--- src/rtl/i2c_ws_pkg.sv ---
package i2c_ws_pkg;

    typedef enum logic [3:0] {
        ST_IDLE,
        ST_ADDR,
        ST_ADDR_ACK,
        ST_PTR,
        ST_PTR_ACK,
        ST_DMSB,
        ST_MSB_ACK,
        ST_DLSB,
        ST_LSB_ACK,
        ST_RD_DATA,
        ST_RD_MACK
    } ws_state_e;

endpackage

--- src/rtl/i2c_ws_sync.sv ---
module i2c_ws_sync #(
    parameter int STAGES = 2
) (
    input  logic clk,
    input  logic rst_n,
    input  logic scl_i,
    input  logic sda_i,
    output logic scl_s,
    output logic sda_s,
    output logic scl_rise,
    output logic scl_fall,
    output logic start_det,
    output logic stop_det
);
    // one extra stage past the synchroniser holds the previous sample
    localparam int PW = STAGES + 1;

    logic [PW-1:0] scl_pipe;
    logic [PW-1:0] sda_pipe;
    logic          scl_prev;
    logic          sda_prev;

    always_ff @(posedge clk or negedge rst_n) begin
        if (!rst_n) begin
            scl_pipe <= '1;
            sda_pipe <= '1;
        end else begin
            scl_pipe <= {scl_pipe[PW-2:0], scl_i};
            sda_pipe <= {sda_pipe[PW-2:0], sda_i};
        end
    end

    assign scl_s    = scl_pipe[STAGES-1];
    assign sda_s    = sda_pipe[STAGES-1];
    assign scl_prev = scl_pipe[STAGES];
    assign sda_prev = sda_pipe[STAGES];

    assign scl_rise  = scl_s & ~scl_prev;
    assign scl_fall  = ~scl_s & scl_prev;
    assign start_det = scl_s & scl_prev & sda_prev & ~sda_s;
    assign stop_det  = scl_s & scl_prev & ~sda_prev & sda_s;

endmodule

--- src/rtl/i2c_ws_timeout.sv ---
module i2c_ws_timeout #(
    parameter int LIMIT = 1400000,
    localparam int CW   = $clog2(LIMIT + 1)
) (
    input  logic clk,
    input  logic rst_n,
    input  logic active,
    input  logic activity,
    output logic expired
);
    logic [CW-1:0] cnt_q;

    assign expired = active && !activity && (cnt_q == CW'(LIMIT - 1));

    always_ff @(posedge clk or negedge rst_n) begin
        if (!rst_n) begin
            cnt_q <= '0;
        end else if (!active || activity || expired) begin
            cnt_q <= '0;
        end else begin
            cnt_q <= cnt_q + 1'b1;
        end
    end


    tmo_bound_chk: assert property (@(posedge clk) disable iff (!rst_n)
        cnt_q < CW'(LIMIT));

endmodule

--- src/rtl/i2c_word_slave.sv ---
module i2c_word_slave
    import i2c_ws_pkg::*;
#(
    parameter int                  STRAP_W     = 2,
    parameter logic [6-STRAP_W:0]  ADDR_HI     = 5'h10,
    parameter int                  CLK_HZ      = 50_000_000,
    parameter int                  TIMEOUT_MS  = 28,
    parameter int                  SYNC_STAGES = 2,
    localparam int                 BYTE_W      = 8,
    localparam int                 WORD_W      = 2 * BYTE_W
) (
    input  logic               clk,
    input  logic               rst_n,
    input  logic               scl_i,
    input  logic               sda_i,
    output logic               sda_oe,
    input  logic [STRAP_W-1:0] strap_i,
    output logic [BYTE_W-1:0]  reg_addr,
    output logic [WORD_W-1:0]  reg_wdata,
    output logic               reg_we,
    input  logic [WORD_W-1:0]  reg_rdata
);
    localparam int TMO_CYC = int'((longint'(CLK_HZ) * TIMEOUT_MS) / 1000);
    localparam int BCW     = $clog2(BYTE_W + 1);

    logic scl_s, sda_s, scl_rise, scl_fall, start_det, stop_det, tmo;

    ws_state_e          state_q, state_d;
    logic [BCW-1:0]     bit_cnt_q;
    logic [BYTE_W-1:0]  shreg_q;
    logic [BYTE_W-1:0]  ptr_q;
    logic [BYTE_W-1:0]  msb_q;
    logic [BYTE_W-1:0]  tx_q;
    logic [WORD_W-1:0]  wdata_q;
    logic               rw_q, lsb_next_q, nack_q, we_q;
    logic               byte_done, addr_hit, rx_state, leave_lsb_ack;

    i2c_ws_sync #(.STAGES(SYNC_STAGES)) u_sync (
        .clk       (clk),
        .rst_n     (rst_n),
        .scl_i     (scl_i),
        .sda_i     (sda_i),
        .scl_s     (scl_s),
        .sda_s     (sda_s),
        .scl_rise  (scl_rise),
        .scl_fall  (scl_fall),
        .start_det (start_det),
        .stop_det  (stop_det)
    );

    i2c_ws_timeout #(.LIMIT(TMO_CYC)) u_tmo (
        .clk      (clk),
        .rst_n    (rst_n),
        .active   (state_q != ST_IDLE),
        .activity (scl_rise | scl_fall | start_det),
        .expired  (tmo)
    );

    assign byte_done = (bit_cnt_q == BCW'(BYTE_W));
    assign addr_hit  = (shreg_q[BYTE_W-1:1] == {ADDR_HI, strap_i});
    assign rx_state  = (state_q == ST_ADDR) || (state_q == ST_PTR) ||
                       (state_q == ST_DMSB) || (state_q == ST_DLSB);
    assign leave_lsb_ack = scl_fall && (state_q == ST_LSB_ACK) &&
                           !start_det && !stop_det && !tmo;

    // next-state logic
    always_comb begin
        state_d = state_q;
        if (stop_det || tmo) begin
            state_d = ST_IDLE;
        end else if (start_det) begin
            state_d = ST_ADDR;
        end else if (scl_fall) begin
            unique case (state_q)
                ST_IDLE:     state_d = ST_IDLE;
                ST_ADDR:     if (byte_done) state_d = addr_hit ? ST_ADDR_ACK : ST_IDLE;
                ST_ADDR_ACK: state_d = rw_q ? ST_RD_DATA : ST_PTR;
                ST_PTR:      if (byte_done) state_d = ST_PTR_ACK;
                ST_PTR_ACK:  state_d = ST_DMSB;
                ST_DMSB:     if (byte_done) state_d = ST_MSB_ACK;
                ST_MSB_ACK:  state_d = ST_DLSB;
                ST_DLSB:     if (byte_done) state_d = ST_LSB_ACK;
                ST_LSB_ACK:  state_d = ST_IDLE;
                ST_RD_DATA:  if (byte_done) state_d = ST_RD_MACK;
                ST_RD_MACK:  state_d = nack_q ? ST_IDLE : ST_RD_DATA;
                default:     state_d = ST_IDLE;
            endcase
        end
    end

    // state register
    always_ff @(posedge clk or negedge rst_n) begin
        if (!rst_n) state_q <= ST_IDLE;
        else        state_q <= state_d;
    end

    // datapath
    always_ff @(posedge clk or negedge rst_n) begin
        if (!rst_n) begin
            bit_cnt_q  <= '0;
            shreg_q    <= '0;
            ptr_q      <= '0;
            msb_q      <= '0;
            tx_q       <= '0;
            wdata_q    <= '0;
            rw_q       <= 1'b0;
            lsb_next_q <= 1'b0;
            nack_q     <= 1'b1;
            we_q       <= 1'b0;
        end else begin
            we_q <= leave_lsb_ack;

            if (state_d != state_q || start_det) begin
                bit_cnt_q <= '0;
            end else if (scl_rise && (rx_state || state_q == ST_RD_DATA)) begin
                bit_cnt_q <= bit_cnt_q + 1'b1;
            end

            if (scl_rise && rx_state) shreg_q <= {shreg_q[BYTE_W-2:0], sda_s};

            if (state_q == ST_ADDR && state_d == ST_ADDR_ACK) rw_q <= shreg_q[0];
            if (state_q == ST_PTR && state_d == ST_PTR_ACK)   ptr_q <= shreg_q;
            if (state_q == ST_DMSB && state_d == ST_MSB_ACK)  msb_q <= shreg_q;
            if (state_q == ST_DLSB && state_d == ST_LSB_ACK)  wdata_q <= {msb_q, shreg_q};

            if (state_q == ST_RD_MACK && scl_rise) nack_q <= sda_s;

            if (state_q == ST_ADDR_ACK && state_d == ST_RD_DATA) begin
                tx_q       <= reg_rdata[WORD_W-1:BYTE_W];
                lsb_next_q <= 1'b1;
            end else if (state_q == ST_RD_MACK && state_d == ST_RD_DATA) begin
                tx_q       <= lsb_next_q ? reg_rdata[BYTE_W-1:0] : reg_rdata[WORD_W-1:BYTE_W];
                lsb_next_q <= ~lsb_next_q;
            end else if (state_q == ST_RD_DATA && state_d == ST_RD_DATA && scl_fall) begin
                tx_q <= {tx_q[BYTE_W-2:0], 1'b0};
            end
        end
    end

    // outputs
    always_comb begin
        unique case (state_q)
            ST_ADDR_ACK, ST_PTR_ACK, ST_MSB_ACK, ST_LSB_ACK: sda_oe = 1'b1;
            ST_RD_DATA:                                      sda_oe = ~tx_q[BYTE_W-1];
            default:                                         sda_oe = 1'b0;
        endcase
    end

    assign reg_addr  = ptr_q;
    assign reg_wdata = wdata_q;
    assign reg_we    = we_q;


    drv_scl_low_chk: assert property (@(posedge clk) disable iff (!rst_n)
        $rose(sda_oe) |-> !scl_s);


    we_pulse_chk: assert property (@(posedge clk) disable iff (!rst_n)
        reg_we |=> !reg_we);


    we_src_chk: assert property (@(posedge clk) disable iff (!rst_n)
        reg_we |-> $past(state_q) == ST_LSB_ACK);


    ptr_load_chk: assert property (@(posedge clk) disable iff (!rst_n)
        (reg_addr != $past(reg_addr)) |-> $past(state_q) == ST_PTR);


    stop_idle_chk: assert property (@(posedge clk) disable iff (!rst_n)
        stop_det |=> state_q == ST_IDLE);


    nack_rel_chk: assert property (@(posedge clk) disable iff (!rst_n)
        (state_q == ST_RD_MACK && scl_fall && nack_q) |=> !sda_oe);

endmodule

--- config.mk ---
export PLATFORM = sky130hd
export DESIGN_NAME = i2c_word_slave
export DESIGN_NICKNAME = d
export VERILOG_FILES = /design/src/rtl/i2c_ws_pkg.sv /design/src/rtl/i2c_ws_sync.sv /design/src/rtl/i2c_ws_timeout.sv /design/src/rtl/i2c_word_slave.sv
export SDC_FILE = /design/constraint.sdc
export NUM_CORES = 1
export LEC_CHECK = 0
export BUFFER_PORTS_ARGS = -buffer_cell sky130_fd_sc_hd__buf_2
export CORE_MARGIN = 5
export CORE_UTILIZATION = 40
export CTS_CLUSTER_SIZE = 12
export DETAILED_ROUTE_END_ITERATION = 8
export GPL_TIMING_DRIVEN = 0
export PLACE_DENSITY = 0.55
export RECOVER_POWER = 50
export SLEW_MARGIN = 20
export SYNTH_ARGS = -nofsm -noshare
export SYNTH_HDL_FRONTEND = slang
export SYNTH_HIERARCHICAL = 1
export SYNTH_SLANG_ARGS = --single-unit
--- constraint.sdc ---
create_clock -name clk -period 7.28 [get_ports clk]
set_input_delay 1.82 -clock clk [delete_from_list [all_inputs] [get_ports clk]]
set_output_delay 1.82 -clock clk [all_outputs]
set_load 0.005 [all_outputs]
# After elaboration in Yosys (flattened, before gate mapping)
# Index checks and enable logic that the tools add are counted.
# op_classes
addsub	2
eq_ne	19
mux	22
n_bitwise	15
reduce_logical	35
# ops
operator	n
4-bit 2-to-1 mux	12
4-bit one-hot mux with 9 select lines	1
8-bit 2-to-1 mux	4
4-bit by 3-bit == test with 1-bit output, second input constant	6
4-bit == test, second input constant	6
21-bit by 1-bit adder with 21-bit output, second input constant	1
21-bit == test, second input constant	1
21-bit 2-to-1 mux	1
1-bit logical AND	17
4-bit by 2-bit == test with 1-bit output, second input constant	3
1-bit logical OR	8
1-bit bitwise AND	7
7-bit == test	1
1-bit inverter	6
1-bit zero test	5
4-bit by 1-bit adder with 4-bit output, second input constant	1
4-bit by 1-bit == test with 1-bit output, second input constant	1
4-bit inequality test	1
2-bit nonzero test	2
4-bit nonzero test	1
4-bit OR reduction	1
3-bit nonzero test	1
1-bit 2-to-1 mux	2
2-bit 2-to-1 mux	1
2 further kinds	3
# word_totals
register_bits	87
input_bits	22
out_inout_bits	26
wordCells	107

# Depth between registers and ports, before layout
# Gate-level depths: netlist of run 1.
# logic_depth
word_depth	15
depth_mapped	12
mapped_depth_nobuf	10

# By module
# The synthesis of run 1 kept the hierarchy.
# modules_own_cells
mod	n_inst	cells_per_inst	area_each_um2	seq_area_each_um2
i2c_word_slave	1	259	3109.2	1502.7
i2c_ws_timeout	1	113	1102.3	525.5
i2c_ws_sync	1	10	190.2	157.7

# Least setup slack after synthesis of run 1
# No wires, ideal clock.
# synth_timing
kind	input-to-reg
start	input port strap_i[1]
end	register rw_q
setup_ps	128
t_arrival_ps	3238
required_ps	7152
path_slack_ps	3915
cell_stages	7
n_path_buf	1
path_cell_list	xnor2_1 nand4_1 o41ai_2 o221ai_2 buf_4 nor3_1 mux2_1
# synth_between
elab_chain_len	9
# synth_lines
item	line_no	source
start, declared	i2c_word_slave.sv:17	input logic [STRAP_W-1:0] strap_i,
7-bit == test	i2c_word_slave.sv:60	assign addr_hit = (shreg_q[BYTE_W-1:1] == {ADDR_HI, strap_i});
2-bit 2-to-1 mux	i2c_word_slave.sv:76	ST_ADDR: if (byte_done) state_d = addr_hit ? ST_ADDR_ACK : ST_IDLE;
4-bit 2-to-1 mux	i2c_word_slave.sv:76	
4-bit one-hot mux with 9 select lines	i2c_word_slave.sv:74	unique case (state_q)
4-bit 2-to-1 mux	i2c_word_slave.sv:73	end else if (scl_fall) begin
4-bit 2-to-1 mux	i2c_word_slave.sv:71	end else if (start_det) begin
4-bit 2-to-1 mux	i2c_word_slave.sv:69	if (stop_det || tmo) begin
4-bit by 2-bit == test with 1-bit output	i2c_word_slave.sv:121	if (state_q == ST_ADDR && state_d == ST_ADDR_ACK) rw_q <= shreg_q[0];
1-bit logical AND	i2c_word_slave.sv:121	
end signal, assigned	i2c_word_slave.sv:121	
end, declared	i2c_word_slave.sv:35	logic rw_q, lsb_next_q, nack_q, we_q;
# Every way passes these cells.
# A chain may end at the register's enable or synchronous reset.

# Final worst setup path of run 1
# layout_timing
start	register state_q[3]
end	output port sda_oe
# layout_between
elab_chain_len	3
elab_cells_between_ends	7
classes_between	eq/ne: 5; mux: 1; reduce/logical: 1
# layout_lines
item	line_no	source
start, declared	i2c_word_slave.sv:28	ws_state_e state_q, state_d;
start signal, assigned	i2c_word_slave.sv:94	else state_q <= state_d;
4-bit == test, or another cell as far along	i2c_word_slave.sv:142	unique case (state_q)
4-bit OR reduction	i2c_word_slave.sv:142	
1-bit one-hot mux with 2 select lines *	i2c_word_slave.sv:142	
end, declared	i2c_word_slave.sv:16	output logic sda_oe,
# Every way passes the cells marked *; elsewhere a longest branch is shown, timed or not.

==> impl_metrics.py, run 1 <==
metrics = {
    "min_path": {
        "whs_path_depth": 0,
        "holdPathEnd": "u_sync/sda_pipe[1]",
        "min_from": "u_sync/sda_pipe[0]",
        "hold_class": "flip-flop to flip-flop",
    },
    "logic_synthesis": {
        "synth.avg_cell_area_um2": 11.5,
        "yosysTopAreaCell": "dfrtp_1",
        "synth_edf_count": 0,
        "yosysSeqAreaShare_pct": 49.7,
        "synth_area_leaders": "dfrtp_1, mux2_4, mux2_1, dfstp_2, mux2_2",
        "synth_adder_area_share_pct": 0.853,
        "synth_warnings": 6,
        "synth_largest_type_area_fraction_pct": 45.5,
        "synth_mux_area_share_pct": 16.4,
        "async_reset_ff_share_pct": 100,
        "synth_ff_type": "dfrtp_1",
        "synth_top_family_by_area": "simple AND/OR/NAND/NOR gates",
        "synth_simple_gate_area_share_pct": 18.3,
        "synth_cells": 382,
        "synth_area_um2": 4400,
        "synth_fp_nets": 407,
        "synth_xor_area_share_pct": 3.78,
        "yosys.cell_types.count": 67,
        "synth-compound-area-share_pct": 7.93,
        "ys_ff_latch": 87,
    },
    "worst_setup_path": {
        "reg2reg_depth": 10,
        "cp-start-kind": "flip-flop",
        "rrSetupSlack_ns": 3.76,
        "critPathArrivalTime_ns": 1.86,
        "critPathKind": "flip-flop to output port",
        "path_max_fanout": 10,
        "path_delay_family": "buffers and inverters",
        "cp.required_ns": 5.46,
        "timing.critical_path.buf_inv": 3,
        "cp_slowest_cell": "dfrtp_1",
        "r2r-end": "reg_wdata[12]",
        "cp_common_cell": "buf_2",
        "crit_chain": "buf_2, buf_1, nand3_1, o31ai_1, buf_2",
        "critPathMaxStageDelay_ns": 0.45,
        "r2r_start": "u_sync/scl_pipe[1]",
        "worst_setup_path_end_kind": "output port",
    },
    "placement": {
        "placed_area_um2": 4830,
        "post-dp-hpwl_um": 6560,
        "io_buffer_count": 47,
        "gp_congestion": 0.865,
        "dp_cells": 570,
    },
    "global_routing": {
        "grt_pass1_wl_um": 16000,
        "grt_max_degree": 47,
        "antenna_found_initial": 0,
        "first_global_vias": 3248,
        "gr-total-overflow": 0,
        "grtUsageTotal_pct": 15.2,
    },
    "finish": {
        "most-common-layout-cells": "dfrtp_1, buf_2, nor2_1, nand2_1, mux2_1",
        "diodes": 0,
        "syn_to_final_growth_pct": 14.8,
        "final_area_um2": 5050,
        "layout-drive-gt1-share_pct": 28.0,
        "fill_cells": 1034,
        "nNetsFinal": 466,
        "final_util_pct": 46.8,
        "final_common_cell": "dfrtp_1",
        "fin_cells": 586,
    },
    "route": {
        "drtIter0Drc": 163,
        "firstDrtPassIters": 4,
        "wire_per_inst_um": 15.8,
        "drt-vias-per-instance": 5.30,
        "routed_wl_um": 9240,
        "vias": 3108,
        "drcViolationCount": 0,
        "drt.antenna.violating_nets": 0,
    },
    "clock_network": {
        "holdBufCountCts": 0,
        "clockBufferDepth": 2,
        "numCtsBuffers": 9,
        "cts_sinks": 87,
        "postCtsSetupRepairBufs": 0,
        "cts_root_buffer": "clkbuf_8",
        "worstSkewPairLatency_ns": 0.36,
        "cts-resized-gates": 0,
        "cts_tree": "done",
        "path_clk_slew_ns": 0.08,
        "htree_levels": 3,
    },
    "timing": {
        "timing.setup.tns_ns": 0,
        "slew-limit-headroom_pct": -69.0,
        "drv_slew": 46,
        "period_minus_slack_ns": 3.68,
        "skew_ns": 0.00511,
        "post-route-period-util_pct": 50.5,
        "clock.fmax_mhz": 272,
        "hold_viol_final": 0,
        "hold_ws_ns": 0.367,
        "worstMarginPinSlew_ns": 2.53,
        "rsz0062_at_grt": "no",
        "finalSetupViolations": 0,
    },
    "floorplan": {
        "die_area_um2": 13200,
        "row_count": 38,
        "start_util_pct": 40.8,
        "die_x_um": 115,
        "coreArea_um2": 10800,
        "fp.dieH_um": 115,
        "num_io_pins": 48,
    },
    "power_and_ir_drop": {
        "ir_worst_vdd_v": 0.000148,
        "powerDensity_nw_per_um2": 265,
        "leakagePower_nw": 2.38,
    },
    "run_status": {
        "status": "complete, but fails checks",
        "violations": "capacitance limit, slew limit",
    },
    "flow_run": {
        "cap_viol_max_count": 1,
    },
}
## registers in the layout, summed over array words and instances, names as in the netlist
| name | cells |
|---|---|
| nack_q | 1 |
| msb_q | 8 |
| bit_cnt_q | 4 |
| state_q | 4 |
| reg_wdata | 16 |
| u_sync/sda_pipe | 3 |
| reg_we | 1 |
| u_tmo/cnt_q | 21 |
| tx_q | 8 |
| shreg_q | 8 |
| rw_q | 1 |
| u_sync/scl_pipe | 3 |
| lsb_next_q | 1 |
| reg_addr | 8 |
## layer usage
| metal | track usage [%] | vias to the layer above | share of wire, % |
|---|---|---|---|
| li1 | - | 1505 | - |
| met1 | 20.1 | 1536 | 48 |
| met2 | 24.1 | 59 | 47 |
| met3 | 3.79 | 8 | 3.8 |
| met4 | 5.79 | 0 | 1.1 |
| met5 | 0 | - | 0 |
## report_power, final
group	leakage, nW	switching (mW)	internal, mW	total [mW]
combinational	1.10	0.195	0.162	0.357
sequential	1.17	0.0562	0.550	0.606
clock	0.110	0.172	0.203	0.375
total	2.38	0.423	0.915	1.34
## Yosys cell counts, drive strengths merged (2+ instances only)
| cell type | number |
|---|---|
| nand4bb | 2 |
| mux2i | 11 |
| mux2 | 49 |
| xor2 | 4 |
| nand2b | 3 |
| nor4bb | 2 |
| nor2b | 6 |
| nor3b | 4 |
| nor4 | 6 |
| dfrtp | 80 |
| buf | 15 |
| nand4 | 11 |
| a31oi | 10 |
| o21ai | 16 |
| nand3 | 13 |
| nand3b | 2 |
| clkbuf | 2 |
| dfstp | 7 |
| and3 | 4 |
| inv | 9 |
| ha | 3 |
| nor2 | 36 |
| nor3 | 8 |
| nand2 | 23 |
| and4b | 2 |
| a21oi | 8 |
| o221ai | 2 |
| xnor2 | 15 |
| or3 | 6 |
## area by class of cell
type                       count  area, um2  share of cell area, %
sequential                    87       2190                   43.3
multi-input combinational    269       2080                   41.2
timing repair buffer          48        254                   5.03
tap                          140        175                   3.47
clock buffer                  11        141                   2.80
buffer                        17       98.8                   1.96
clock inverter                 5       81.3                   1.61
inverter                       9       33.8                  0.669
## worst max-delay path by stage
stage	startpoint	end	slack, ns	cells after the start
floorplan	strap_i[1]	rw_q	3.91	7
global route	rst_n	tx_q[3]	2.98	1
detailed placement	strap_i[0]	rw_q	3.54	8
global placement	strap_i[0]	rw_q	3.57	8
CTS	state_q[3]	sda_oe	3.60	5
finish	state_q[3]	sda_oe	3.60	5
## metrics by stage
stage	worst slack, ns	total power [mW]
6_report	3.60	1.34
5_1_grt	2.98	1.42
4_1_cts	3.60	1.35
3_5_place_dp	3.54	0.974
3_3_place_gp	3.57	0.965
2_1_floorplan	3.91	0.866
## kinds of logic after synthesis
| group | Yosys count |
|---|---|
| adders and majority gates | 3 |
| and+or+nand+nor | 138 |
| muxes | 60 |
| AOI/OAI and AO/OA | 49 |
| DFF | 87 |
| buffers and inverters | 26 |
| xor gates and xnor gates | 19 |
No activity file was read; power rests on OpenSTA's default activity.
==> run 2: changes to the inputs <==
clock period = 3.4 ns   (was 7.28 ns; I/O delays follow)
==> impl_metrics.py, run 2 (synthesis gave the netlist of run 1 again) <==
metrics = {
    "clock_network": {
        "holdBufCountCts": 0,
        "cts_tree": "done",
        "cts_root_buffer": "clkbuf_8",
        "htree_levels": 3,
        "numCtsBuffers": 9,
        "path_clk_slew_ns": 0.08,
        "cts_sinks": 87,
        "worstSkewPairLatency_ns": 0.36,
        "postCtsSetupRepairBufs": 0,
        "clockBufferDepth": 2,
    },
    "route": {
        "firstDrtPassIters": 4,
        "drtIter0Drc": 173,
        "drcViolationCount": 0,
        "wire_per_inst_um": 15.8,
        "vias": 3103,
        "routed_wl_um": 9280,
        "drt-vias-per-instance": 5.30,
        "drt.antenna.violating_nets": 0,
    },
    "timing": {
        "clock.fmax_mhz": 313,
        "worstMarginPinSlew_ns": 1.15,
        "period_minus_slack_ns": 3.19,
        "setup_slack_ns": 0.206,
        "drv_slew": 0,
        "hold_viol_final": 0,
        "rsz0062_at_grt": "no",
        "skew_ns": 0.00573,
        "post-route-period-util_pct": 93.9,
        "finalSetupViolations": 0,
        "slew-limit-headroom_pct": 23.4,
    },
    "floorplan": {
        "coreArea_um2": 10800,
        "die_area_um2": 13200,
        "start_util_pct": 40.8,
        "num_io_pins": 48,
        "fp.dieH_um": 115,
        "row_count": 38,
        "die_x_um": 115,
    },
    "flow_run": {
        "cap_viol_max_count": 0,
    },
    "finish": {
        "fill_cells": 1032,
        "diodes": 0,
        "largest-register": "u_tmo/cnt_q",
        "most-common-layout-cells": "dfrtp_1, buf_2, nor2_1, nand2_1, mux2_1",
        "syn_to_final_growth_pct": 14.8,
        "final_area_um2": 5050,
        "final_common_cell": "dfrtp_1",
        "layout-drive-gt1-share_pct": 28.9,
        "nNetsFinal": 466,
        "final_util_pct": 46.8,
        "largest_register_ffs": 21,
    },
    "power_and_ir_drop": {
        "ir_worst_vdd_v": 0.000317,
        "leakagePower_nw": 2.38,
        "powerDensity_nw_per_um2": 567,
    },
    "worst_setup_path": {
        "r2r_start": "u_sync/scl_pipe[1]",
        "worst_setup_path_end_kind": "flip-flop",
        "cp-startpoint": "u_sync/scl_pipe[1]",
        "cp.required_ns": 3.65,
        "critPathKind": "flip-flop to flip-flop",
        "critPathArrivalTime_ns": 3.44,
        "path_max_fanout": 10,
        "cp-start-kind": "flip-flop",
    },
    "placement": {
        "place_ws_ns": -0.0514,
        "post-dp-hpwl_um": 6560,
        "placed_area_um2": 4830,
        "io_buffer_count": 47,
        "gp_congestion": 0.865,
    },
    "global_routing": {
        "grt_use_met3_pct": 3.79,
        "met1_usage_pct": 20.1,
        "grt_pass1_wl_um": 16100,
        "gr-total-overflow": 0,
        "grt_max_degree": 47,
        "met2_usage_pct": 24.2,
        "first_global_vias": 3260,
        "grtUsageTotal_pct": 15.2,
        "antenna_found_initial": 0,
        "busiest_layer": "met2",
    },
    "run_status": {
        "status": "complete, no violations",
    },
    "min_path": {
        "min_from": "u_sync/sda_pipe[0]",
        "hold_class": "flip-flop to flip-flop",
    },
}
## run 2: cell types whose count changed in the layout (fill, tap and decap cells not counted)
cell      change
clkbuf_2      +2
nor3_4        +1
o21ai_0       -1
o21ai_1       +1
buf_2         -1
dfstp_2       +2
nor3_1        -2
dfstp_1       -2
buf_12        -1
nor3_2        +1
## run 2: timing repair
| item | CTS | global route |
|---|---|---|
| gates resized for setup | 2 | 1 |
| endpoints found under the setup margin | 12 | 4 |
| hold endpoints to repair | 0 | 0 |
## run 2: final cells by class
class                   count  area [um2]  share of cell area [%]
well taps                 140         175                    3.47
clock buffers              11         141                    2.80
multi-input cells         269        2100                    41.5
clock inverters             5        81.3                    1.61
repair buffers             48         239                    4.73
inverters                   9        33.8                   0.668
flip-flops and latches     87        2190                    43.3
plain buffers              17        98.8                    1.96
## run 2: path summary, 6_finish.rpt
kind | to | slack, ns | depth (start not counted)
setup / recovery | reg_wdata[12] | 0.21 | 10
hold / removal | u_sync/sda_pipe[1] | 0.36 | 0
setup reg to reg | reg_wdata[12] | 0.21 | 10
hold reg to reg | u_sync/sda_pipe[1] | 0.36 | 0
max in group asynchronous | tx_q[7] | 1.08 | 2
min in group asynchronous | reg_wdata[13] | 0.70 | 1
## run 2: critical path, stage by stage, from the launching register on
cell and delay [ns]:
dfstp_2 0.56, nor2b_1 0.36, or3_1 0.18, nand2b_1 0.28, nor3_4 0.11, nor3_2 0.34
o21ai_1 0.20, nor2b_1 0.13, buf_2 0.23, buf_2 0.32, mux2_1 0.36
## run 2: per-layer routing
layer	wire, um	share of wire (%)
met1	4410	48
met2	4370	47
met3	360	3.9
met4	141	1.5
met5	0	0
## run 2: where the power goes
part	switching [mW]	internal, mW
Sequential	0.120	1.18
Clock	0.369	0.434
Combinational	0.420	0.347
Total	0.909	1.96
## run 2: stage by stage
stage	total power, mW	instances	hold WS [ns]	setup TNS [ns]
after floorplan	1.85	382	0.345	0
after global placement	2.07	569	0.347	-0.728
after detailed placement	2.09	570	0.349	-0.419
after CTS	2.90	586	0.361	0
after global routing	3.05	586	0.368	0
final	2.87	586	0.361	0
